<file path="src/rtl/vport_pkg.sv">
`timescale 1ns/1ps
// Shared types for the serial voice port.
// Assumes: configuration is one byte, clock-select in the low three bits.
package vport_pkg;

    typedef enum logic [2:0] {
        CS_DIRECT_512  = 3'b000,
        CS_DIRECT_1536 = 3'b001,
        CS_DIRECT_2048 = 3'b010,
        CS_DIRECT_4096 = 3'b011,
        CS_DIV_SLOW    = 3'b100,
        CS_DIV_FAST    = 3'b101,
        CS_UNUSED      = 3'b110,
        CS_FRAMED      = 3'b111
    } csel_e;

    typedef struct packed {
        logic  c_slot_en;
        logic  d_slot_en;
        logic  d_narrow;
        logic  alaw;
        logic  smag;
        csel_e csel;
    } port_cfg_t;

    localparam logic [7:0] CFG_RESET = 8'h02;

endpackage

</file>
<file path="src/rtl/vport_regs.sv">
`timescale 1ns/1ps
// Configuration and transmit-byte registers.
// Flags a clock-select change in the cycle of the write so the timebase can restart.
// Assumes: writes are single-cycle strobes; no read side effects.
module vport_regs
    import vport_pkg::*;
#(
    parameter int BYTE_W = 8
) (
    input  logic              clk,
    input  logic              rst_n,
    input  logic              cfg_we,
    input  logic [BYTE_W-1:0] cfg_wdata,
    input  logic              c_we,
    input  logic [BYTE_W-1:0] c_wdata,
    input  logic              d_we,
    input  logic [BYTE_W-1:0] d_wdata,
    output port_cfg_t         cfg_q,
    output logic [BYTE_W-1:0] c_tx_q,
    output logic [BYTE_W-1:0] d_tx_q,
    output logic              csel_chg
);

    // Detect a write that alters the clock-select field.
    always_comb begin
        csel_chg = cfg_we && (cfg_wdata[2:0] != cfg_q.csel);
    end

    // Configuration byte storage.
    always_ff @(posedge clk) begin
        if (!rst_n) begin
            cfg_q <= port_cfg_t'(CFG_RESET);
        end else if (cfg_we) begin
            cfg_q <= port_cfg_t'(cfg_wdata);
        end
    end

    // Transmit byte storage for both timeslots.
    always_ff @(posedge clk) begin
        if (!rst_n) begin
            c_tx_q <= '0;
            d_tx_q <= '0;
        end else begin
            if (c_we) c_tx_q <= c_wdata;
            if (d_we) d_tx_q <= d_wdata;
        end
    end


    cfg_write_chk: assert property (@(posedge clk) disable iff (!rst_n)
        cfg_we |=> (BYTE_W'(cfg_q) == $past(cfg_wdata)));

endmodule

</file>
<file path="src/rtl/vport_timebase.sv">
`timescale 1ns/1ps
// Shared phase counter, bit-clock strobe and frame marker.
// Assumes: frame length and both dividers are powers of two not exceeding the frame.
module vport_timebase
    import vport_pkg::*;
#(
    parameter int CNT_W    = 9,
    parameter int DIV_SLOW = 32,
    parameter int DIV_FAST = 16
) (
    input  logic             clk,
    input  logic             rst_n,
    input  csel_e            csel,
    input  logic             csel_chg,
    output logic [CNT_W-1:0] cnt_q,
    output logic             bit_tick,
    output logic             frame_start
);

    localparam int SLOW_W = $clog2(DIV_SLOW);
    localparam int FAST_W = $clog2(DIV_FAST);

    // Free-running phase counter, cleared on reset or clock-select change.
    always_ff @(posedge clk) begin
        if (!rst_n || csel_chg) begin
            cnt_q <= '0;
        end else begin
            cnt_q <= cnt_q + 1'b1;
        end
    end

    // Bit-clock strobe per clock-select setting.
    always_comb begin
        unique case (csel)
            CS_DIRECT_512, CS_DIRECT_1536,
            CS_DIRECT_2048, CS_DIRECT_4096: bit_tick = 1'b1;
            CS_DIV_SLOW: bit_tick = (cnt_q[SLOW_W-1:0] == '0);
            CS_DIV_FAST: bit_tick = (cnt_q[FAST_W-1:0] == '0);
            CS_FRAMED:   bit_tick = ~cnt_q[0];
            default:     bit_tick = 1'b0;
        endcase
    end

    // Frame marker, framed mode only.
    always_comb begin
        frame_start = (csel == CS_FRAMED) && (cnt_q == '0);
    end


    restart_chk: assert property (@(posedge clk) disable iff (!rst_n)
        csel_chg |=> (cnt_q == '0));


    slow_tick_gap_chk: assert property (@(posedge clk) disable iff (!rst_n)
        (csel == CS_DIV_SLOW && bit_tick && !csel_chg) |=> !bit_tick);


    frame_single_chk: assert property (@(posedge clk) disable iff (!rst_n)
        frame_start |=> !frame_start);

endmodule

</file>
<file path="src/rtl/vport_tx.sv">
`timescale 1ns/1ps
// Transmit timeslot multiplexer for framed mode.
// Slot 0 carries one or two signalling bits, slot 1 the control byte; all else released.
// Assumes: bits per slot is a power of two; clk is used only by the checks.
module vport_tx
    import vport_pkg::*;
#(
    parameter int BYTE_W = 8,
    parameter int SLOT_W = 5,
    parameter int CNT_W  = 9
) (
    input  logic              clk,
    input  logic              rst_n,
    input  port_cfg_t         cfg,
    input  logic [CNT_W-1:0]  cnt,
    input  logic [BYTE_W-1:0] c_tx,
    input  logic [BYTE_W-1:0] d_tx,
    output logic              ser_out,
    output logic              ser_oe
);

    localparam int BIT_W = $clog2(BYTE_W);

    logic              framed;
    logic [SLOT_W-1:0] slot;
    logic [BIT_W-1:0]  bpos;
    logic [BIT_W-1:0]  c_idx;

    // Decode slot and bit position from the phase counter.
    always_comb begin
        framed = (cfg.csel == CS_FRAMED);
        slot   = cnt[CNT_W-1 -: SLOT_W];
        bpos   = cnt[BIT_W:1];
        c_idx  = ~bpos;
    end

    // Select drive enable and data for the current bit cell.
    always_comb begin
        ser_oe  = 1'b0;
        ser_out = 1'b1;
        if (framed) begin
            if (slot == SLOT_W'(1) && cfg.c_slot_en) begin
                ser_oe  = 1'b1;
                ser_out = c_tx[c_idx];
            end else if (slot == '0 && cfg.d_slot_en) begin
                ser_oe = 1'b1;
                if (bpos == '0) begin
                    ser_out = d_tx[BYTE_W-1];
                end else if (bpos == BIT_W'(1) && !cfg.d_narrow) begin
                    ser_out = d_tx[BYTE_W-2];
                end
            end
        end
    end


    idle_slot_chk: assert property (@(posedge clk) disable iff (!rst_n)
        (slot > SLOT_W'(1)) |-> (!ser_oe && ser_out));


    serial_mode_quiet_chk: assert property (@(posedge clk) disable iff (!rst_n)
        (cfg.csel != CS_FRAMED) |-> !ser_oe);

endmodule

</file>
<file path="src/rtl/vport_rx.sv">
`timescale 1ns/1ps
// Receive capture for slots 0 and 1 in framed mode, independent of the enables.
// Samples on the second cycle of each bit cell; bytes arrive MSB first.
module vport_rx
    import vport_pkg::*;
#(
    parameter int BYTE_W = 8,
    parameter int SLOT_W = 5,
    parameter int CNT_W  = 9
) (
    input  logic              clk,
    input  logic              rst_n,
    input  logic              framed,
    input  logic [CNT_W-1:0]  cnt,
    input  logic              ser_in,
    output logic [BYTE_W-1:0] c_rx_q,
    output logic [BYTE_W-1:0] d_rx_q
);

    localparam int BIT_W = $clog2(BYTE_W);

    logic [BYTE_W-1:0] shift_q;
    logic [BYTE_W-1:0] shift_nx;
    logic              sample;
    logic              last_bit;
    logic              in_d_slot;

    // Sampling qualifiers and the next shift value.
    always_comb begin
        in_d_slot = (cnt[CNT_W-1 -: SLOT_W] == '0);
        sample    = framed && cnt[0] && (cnt[CNT_W-1 -: SLOT_W] <= SLOT_W'(1));
        last_bit  = (cnt[BIT_W:1] == '1);
        shift_nx  = {shift_q[BYTE_W-2:0], ser_in};
    end

    // Shift register and per-slot byte capture.
    always_ff @(posedge clk) begin
        if (!rst_n) begin
            shift_q <= '0;
            c_rx_q  <= '0;
            d_rx_q  <= '0;
        end else if (sample) begin
            shift_q <= shift_nx;
            if (last_bit) begin
                if (in_d_slot) d_rx_q <= shift_nx;
                else           c_rx_q <= shift_nx;
            end
        end
    end


    rx_hold_chk: assert property (@(posedge clk) disable iff (!rst_n)
        !framed |=> ($stable(c_rx_q) && $stable(d_rx_q)));

endmodule

</file>
<file path="src/rtl/vport_ctrl.sv">
`timescale 1ns/1ps
// Serial voice-port control: configuration register, timebase, framed transmit and receive.
// Assumes: a single master clock; the companding datapath consumes law_alaw and code_smag.
module vport_ctrl
    import vport_pkg::*;
#(
    parameter int BYTE_W   = 8,
    parameter int SLOTS    = 32,
    parameter int DIV_SLOW = 32,
    parameter int DIV_FAST = 16
) (
    input  logic              clk,
    input  logic              rst_n,
    input  logic              cfg_we,
    input  logic [BYTE_W-1:0] cfg_wdata,
    output logic [BYTE_W-1:0] cfg_rdata,
    input  logic              c_we,
    input  logic [BYTE_W-1:0] c_wdata,
    input  logic              d_we,
    input  logic [BYTE_W-1:0] d_wdata,
    output logic [BYTE_W-1:0] c_rdata,
    output logic [BYTE_W-1:0] d_rdata,
    output logic              law_alaw,
    output logic              code_smag,
    output logic              bit_tick,
    output logic              frame_start,
    input  logic              ser_in,
    output logic              ser_out,
    output logic              ser_oe
);

    localparam int SLOT_W = $clog2(SLOTS);
    localparam int BIT_W  = $clog2(BYTE_W);
    localparam int CNT_W  = SLOT_W + BIT_W + 1;

    port_cfg_t         cfg_q;
    logic [BYTE_W-1:0] c_tx_q;
    logic [BYTE_W-1:0] d_tx_q;
    logic              csel_chg;
    logic [CNT_W-1:0]  cnt_q;

    vport_regs #(.BYTE_W(BYTE_W)) u_regs (
        .clk       (clk),
        .rst_n     (rst_n),
        .cfg_we    (cfg_we),
        .cfg_wdata (cfg_wdata),
        .c_we      (c_we),
        .c_wdata   (c_wdata),
        .d_we      (d_we),
        .d_wdata   (d_wdata),
        .cfg_q     (cfg_q),
        .c_tx_q    (c_tx_q),
        .d_tx_q    (d_tx_q),
        .csel_chg  (csel_chg)
    );

    vport_timebase #(.CNT_W(CNT_W), .DIV_SLOW(DIV_SLOW), .DIV_FAST(DIV_FAST)) u_time (
        .clk         (clk),
        .rst_n       (rst_n),
        .csel        (cfg_q.csel),
        .csel_chg    (csel_chg),
        .cnt_q       (cnt_q),
        .bit_tick    (bit_tick),
        .frame_start (frame_start)
    );

    vport_tx #(.BYTE_W(BYTE_W), .SLOT_W(SLOT_W), .CNT_W(CNT_W)) u_tx (
        .clk     (clk),
        .rst_n   (rst_n),
        .cfg     (cfg_q),
        .cnt     (cnt_q),
        .c_tx    (c_tx_q),
        .d_tx    (d_tx_q),
        .ser_out (ser_out),
        .ser_oe  (ser_oe)
    );

    vport_rx #(.BYTE_W(BYTE_W), .SLOT_W(SLOT_W), .CNT_W(CNT_W)) u_rx (
        .clk    (clk),
        .rst_n  (rst_n),
        .framed (cfg_q.csel == CS_FRAMED),
        .cnt    (cnt_q),
        .ser_in (ser_in),
        .c_rx_q (c_rdata),
        .d_rx_q (d_rdata)
    );

    // Expose configuration fields to the port and the companding path.
    always_comb begin
        cfg_rdata = BYTE_W'(cfg_q);
        law_alaw  = cfg_q.alaw;
        code_smag = cfg_q.smag;
    end

endmodule

</file>
<file path="config.mk">
export PLATFORM = sky130hd
export DESIGN_NAME = vport_ctrl
export DESIGN_NICKNAME = d
export VERILOG_FILES = /design/src/rtl/vport_pkg.sv /design/src/rtl/vport_regs.sv /design/src/rtl/vport_timebase.sv /design/src/rtl/vport_tx.sv /design/src/rtl/vport_rx.sv /design/src/rtl/vport_ctrl.sv
export SDC_FILE = /design/constraint.sdc
export NUM_CORES = 1
export LEC_CHECK = 0
export BUFFER_PORTS_ARGS = -buffer_cell sky130_fd_sc_hd__buf_2
export CAP_MARGIN = 5
export CORE_MARGIN = 2
export CORE_UTILIZATION = 50
export DETAILED_ROUTE_END_ITERATION = 6
export PLACE_DENSITY = 0.8
export SLEW_MARGIN = 15
export SYNTH_ARGS = -nofsm -noshare
export SYNTH_HDL_FRONTEND = slang
export SYNTH_SLANG_ARGS = --single-unit
</file>
<file path="constraint.sdc">
create_clock -name clk -period 2.3 [get_ports clk]
set_input_delay 0.69 -clock clk [delete_from_list [all_inputs] [get_ports clk]]
set_output_delay 0.69 -clock clk [all_outputs]
set_load 0.005 [all_outputs]
</file>
==> key figures <==
Detailed routing
  – WL final: 4013 um
  – Pre-antenna DRT Iters: 4
  – Wirelength per Cell: 12.46 um
  – Iter 0 DRT Violations: 77
  – Routed vias: 1618
  – # DRC: 0
  – Post-route ant nets: 0
  – Vias per cell: 5.025

Min path
  – Hold_sp: u_rx.d_rx_q[6]$_SDFFE_PN0P_
  – Worst min path class: reg2reg

Clock tree
  – Num CTS Buffers: 5
  – Clock latency on the worst-skew pair: 0.30 ns
  – CTS tree: built
  – Htree depth: 2
  – Clock buffer depth: 2
  – CTS Sinks: 50
  – Root Buffer: clkbuf_8
  – Clock-pin transition on the worst setup and hold timing paths: 0.08 ns

Logic synthesis
  – Leading area contributor after synthesis: dfxtp_1
  – Synth top area share: 46.92%
  – #FFs+latches synth: 50
  – Fraction of registers with async set/reset: 0%
  – Yosys warns: 0
  – Synth area leaders: dfxtp_1 47%, mux2i_1 16%, nor2b_1 10%, nand3_1 3.0%, nand2_1 2.8%
  – Unique masters post-synth: 30
  – Syn nets: 248
  – Cell with the most instances after synthesis: dfxtp_1
  – Post-synth EDFFs: 0
  – Syn Area/Cell: 9.876 um2
  – Mapped Area: 2133 um2
  – Post-synthesis sequential area ratio: 46.92%
  – Primary FF master, synth: dfxtp_1
  – Synth top cells by count: 50 x dfxtp_1, 34 x mux2i_1, 34 x nor2b_1, 16 x nand2_1
  – Synthesized instance count: 216

Worst setup path
  – Max FO, Critical Path: 3
  – Largest stage delay on the critical path: 0.53 ns
  – Crit path launch type: register
  – Critical path class: reg2out
  – CP endpoint: ser_out
  – Reg2reg start: u_time.cnt_q[6]$_SDFF_PP0_
  – CP Data Required Time: 1.61 ns
  – Data arrival time of the worst path: 1.74 ns
  – Reg-to-reg endpoint: u_rx.shift_q[3]$_SDFFE_PN0P_
  – Reg2reg setup slack: 0.21 ns
  – Worst path slowest cell: or4_4
  – CP Capture Type: output pin
  – Cells along the critical path: or4_4 > or2_4 > a21oi_2 > o211ai_1 > buf_2
  – Reg2Reg Depth: 6
  – Crit. Startpoint: u_time.cnt_q[6]$_SDFF_PP0_

Pwr
  – PD cells: 584.1 nW/um2
  – Leak: 1.112 nW
  – Worst vdd ir: 0.4533 mV

Cells and area
  – Post-route cell area: 2570 um2
  – Antenna diodes: 0
  – Area grow syn2layout: 20.47%
  – Layout cells sized above 1: 27.57%
  – NumNets Final: 304

Timing
  – Fmax: 411.7 MHz
  – Worst Tran Pin Value: 0.4146 ns
  – Final Setup Violations: 3
  – RSZ-0062 raised after global routing: yes
  – Final min period: 2.429 ns
  – Final Hold Viols: 0
  – Min Hold Slack: 0.4544 ns
  – Slew margin rel.: 72.36%
  – Final worst slack: -0.1288 ns
  – Setup Skew: 0.006611 ns
  – Fin crit share: 105.6%
  – Fin. max-slew vios: 0

Status
  – Failing checks: negative setup slack
  – Status: complete, but fails checks

Global routing
  – First-pass GRT wire length: 7003 um
  – Largest net degree at the start of global routing: 42
  – Remaining Overflow, GRT: 0
  – Initial antenna violation count: 0
  – GRT Resource Usage Total: 17.78%
  – Vias in the first global route: 1599

Die
  – Die width: 69.32 um
  – Total core area: 4058 um2
  – Die H: 69.32 um
  – Row Count: 23
  – Boundary pin count: 60
  – Initial Utilization: 52.57%
  – Die Area: 4805 um2

Placed design
  – Place WS: 0.1058 ns
  – Gpl congestion: 0.8342
  – Port buffer count: 53
  – HPWL after DPL: 2951 um
  – Area post-placement: 2470 um2

Job
  – Max Cap Viol: 0
[logic make-up (layout without fill, tap and decap cells)]
kind of cell / Yosys count / in the layout / share of synthesized area [%]
compound gates: 15 / 15 / 4.340
xor+xnor: 10 / 10 / 4.105
fa+ha+maj: 2 / 2 / 1.173
buf+inv: 15 / 71 / 2.991
flops: 50 / 50 / 46.92
mux: 35 / 35 / 17.01
simple gates: 89 / 89 / 23.46
[placed cells by master (no fill, tap or decap), drive strengths merged, types with 5 or more instances in the layout]
cell,n
buf,62
dfxtp,50
nor2b,34
mux2i,34
nand2,16
nor2,13
nand3,13
o21ai,9
clkbuf,7
xor2,5
xnor2,5
[state kept, by name, summed over array words and instances (netlist names)]
signal and count:
u_rx.d_rx_q 8, u_regs.cfg_q 8, u_rx.c_rx_q 8, u_rx.shift_q 7, u_time.cnt_q 9, u_regs.c_tx_q 8
u_regs.d_tx_q 2
[where the power goes]
group | internal, mW | switching (mW)
clock network | 0.210 | 0.264
registers | 0.886 | 0.0181
logic | 0.0652 | 0.0578
[worst max-delay path: cells and delay by family (launching register included)]
family	cells	cell delay, ns
buffers and inverters	1	0.13
AO/OA/AOI/OAI	2	0.21
flip-flops	1	0.33
AND/OR/NAND/NOR	2	0.78
[timing repair]
action | CTS | global route
pin swaps | 2 | 0
gates resized for setup | 3 | 1
endpoints found under the setup margin | 3 | 4
hold buffers | 0 | 0
buffers inserted | 2 | 0
[area by class of cell]
cell class / instances / area (um2)
fill: 346 / 1488
multi-input combinational: 151 / 1075
sequential: 50 / 1003
timing repair buffer: 62 / 345.3
clock buffer: 7 / 76.32
tap: 50 / 62.56
inverter: 2 / 7.507
[stage by stage]
step / setup TNS (ns) / utilization (%) / cells / power, mW
after floorplan: 0 / - / 216 / 0.9978
after global placement: 0 / 60.87 / 313 / 1.046
after detailed placement: 0 / 60.87 / 313 / 1.049
after CTS: -0.2500 / 63.27 / 322 / 1.518
after global routing: -0.5018 / 63.34 / 322 / 1.563
final: -0.2137 / 63.34 / 322 / 1.501
[layer usage]
layer	global-route usage (%)	share of wire (%)	vias to the layer above
met5	0	0	-
li1	-	-	848
met2	28.95	47	30
met3	5.523	4.7	6
met4	6.318	1.3	0
met1	22.22	47	734
[worst min path at each step]
| stage | endpoint | slack (ns) | cells past startpoint |
|---|---|---|---|
| 3_5_place_dp | u_rx.d_rx_q[4]$_SDFFE_PN0P_ | 0.45 | 2 |
| 2_1_floorplan | u_time.cnt_q[0]$_SDFF_PP0_ | 0.44 | 1 |
| 4_1_cts | u_rx.d_rx_q[6]$_SDFFE_PN0P_ | 0.46 | 2 |
| 5_1_grt | u_rx.d_rx_q[3]$_SDFFE_PN0P_ | 0.49 | 2 |
| 3_3_place_gp | u_rx.d_rx_q[4]$_SDFFE_PN0P_ | 0.44 | 2 |
| 6_report | u_rx.d_rx_q[6]$_SDFFE_PN0P_ | 0.45 | 2 |
Power figures use the tool's default switching activity.
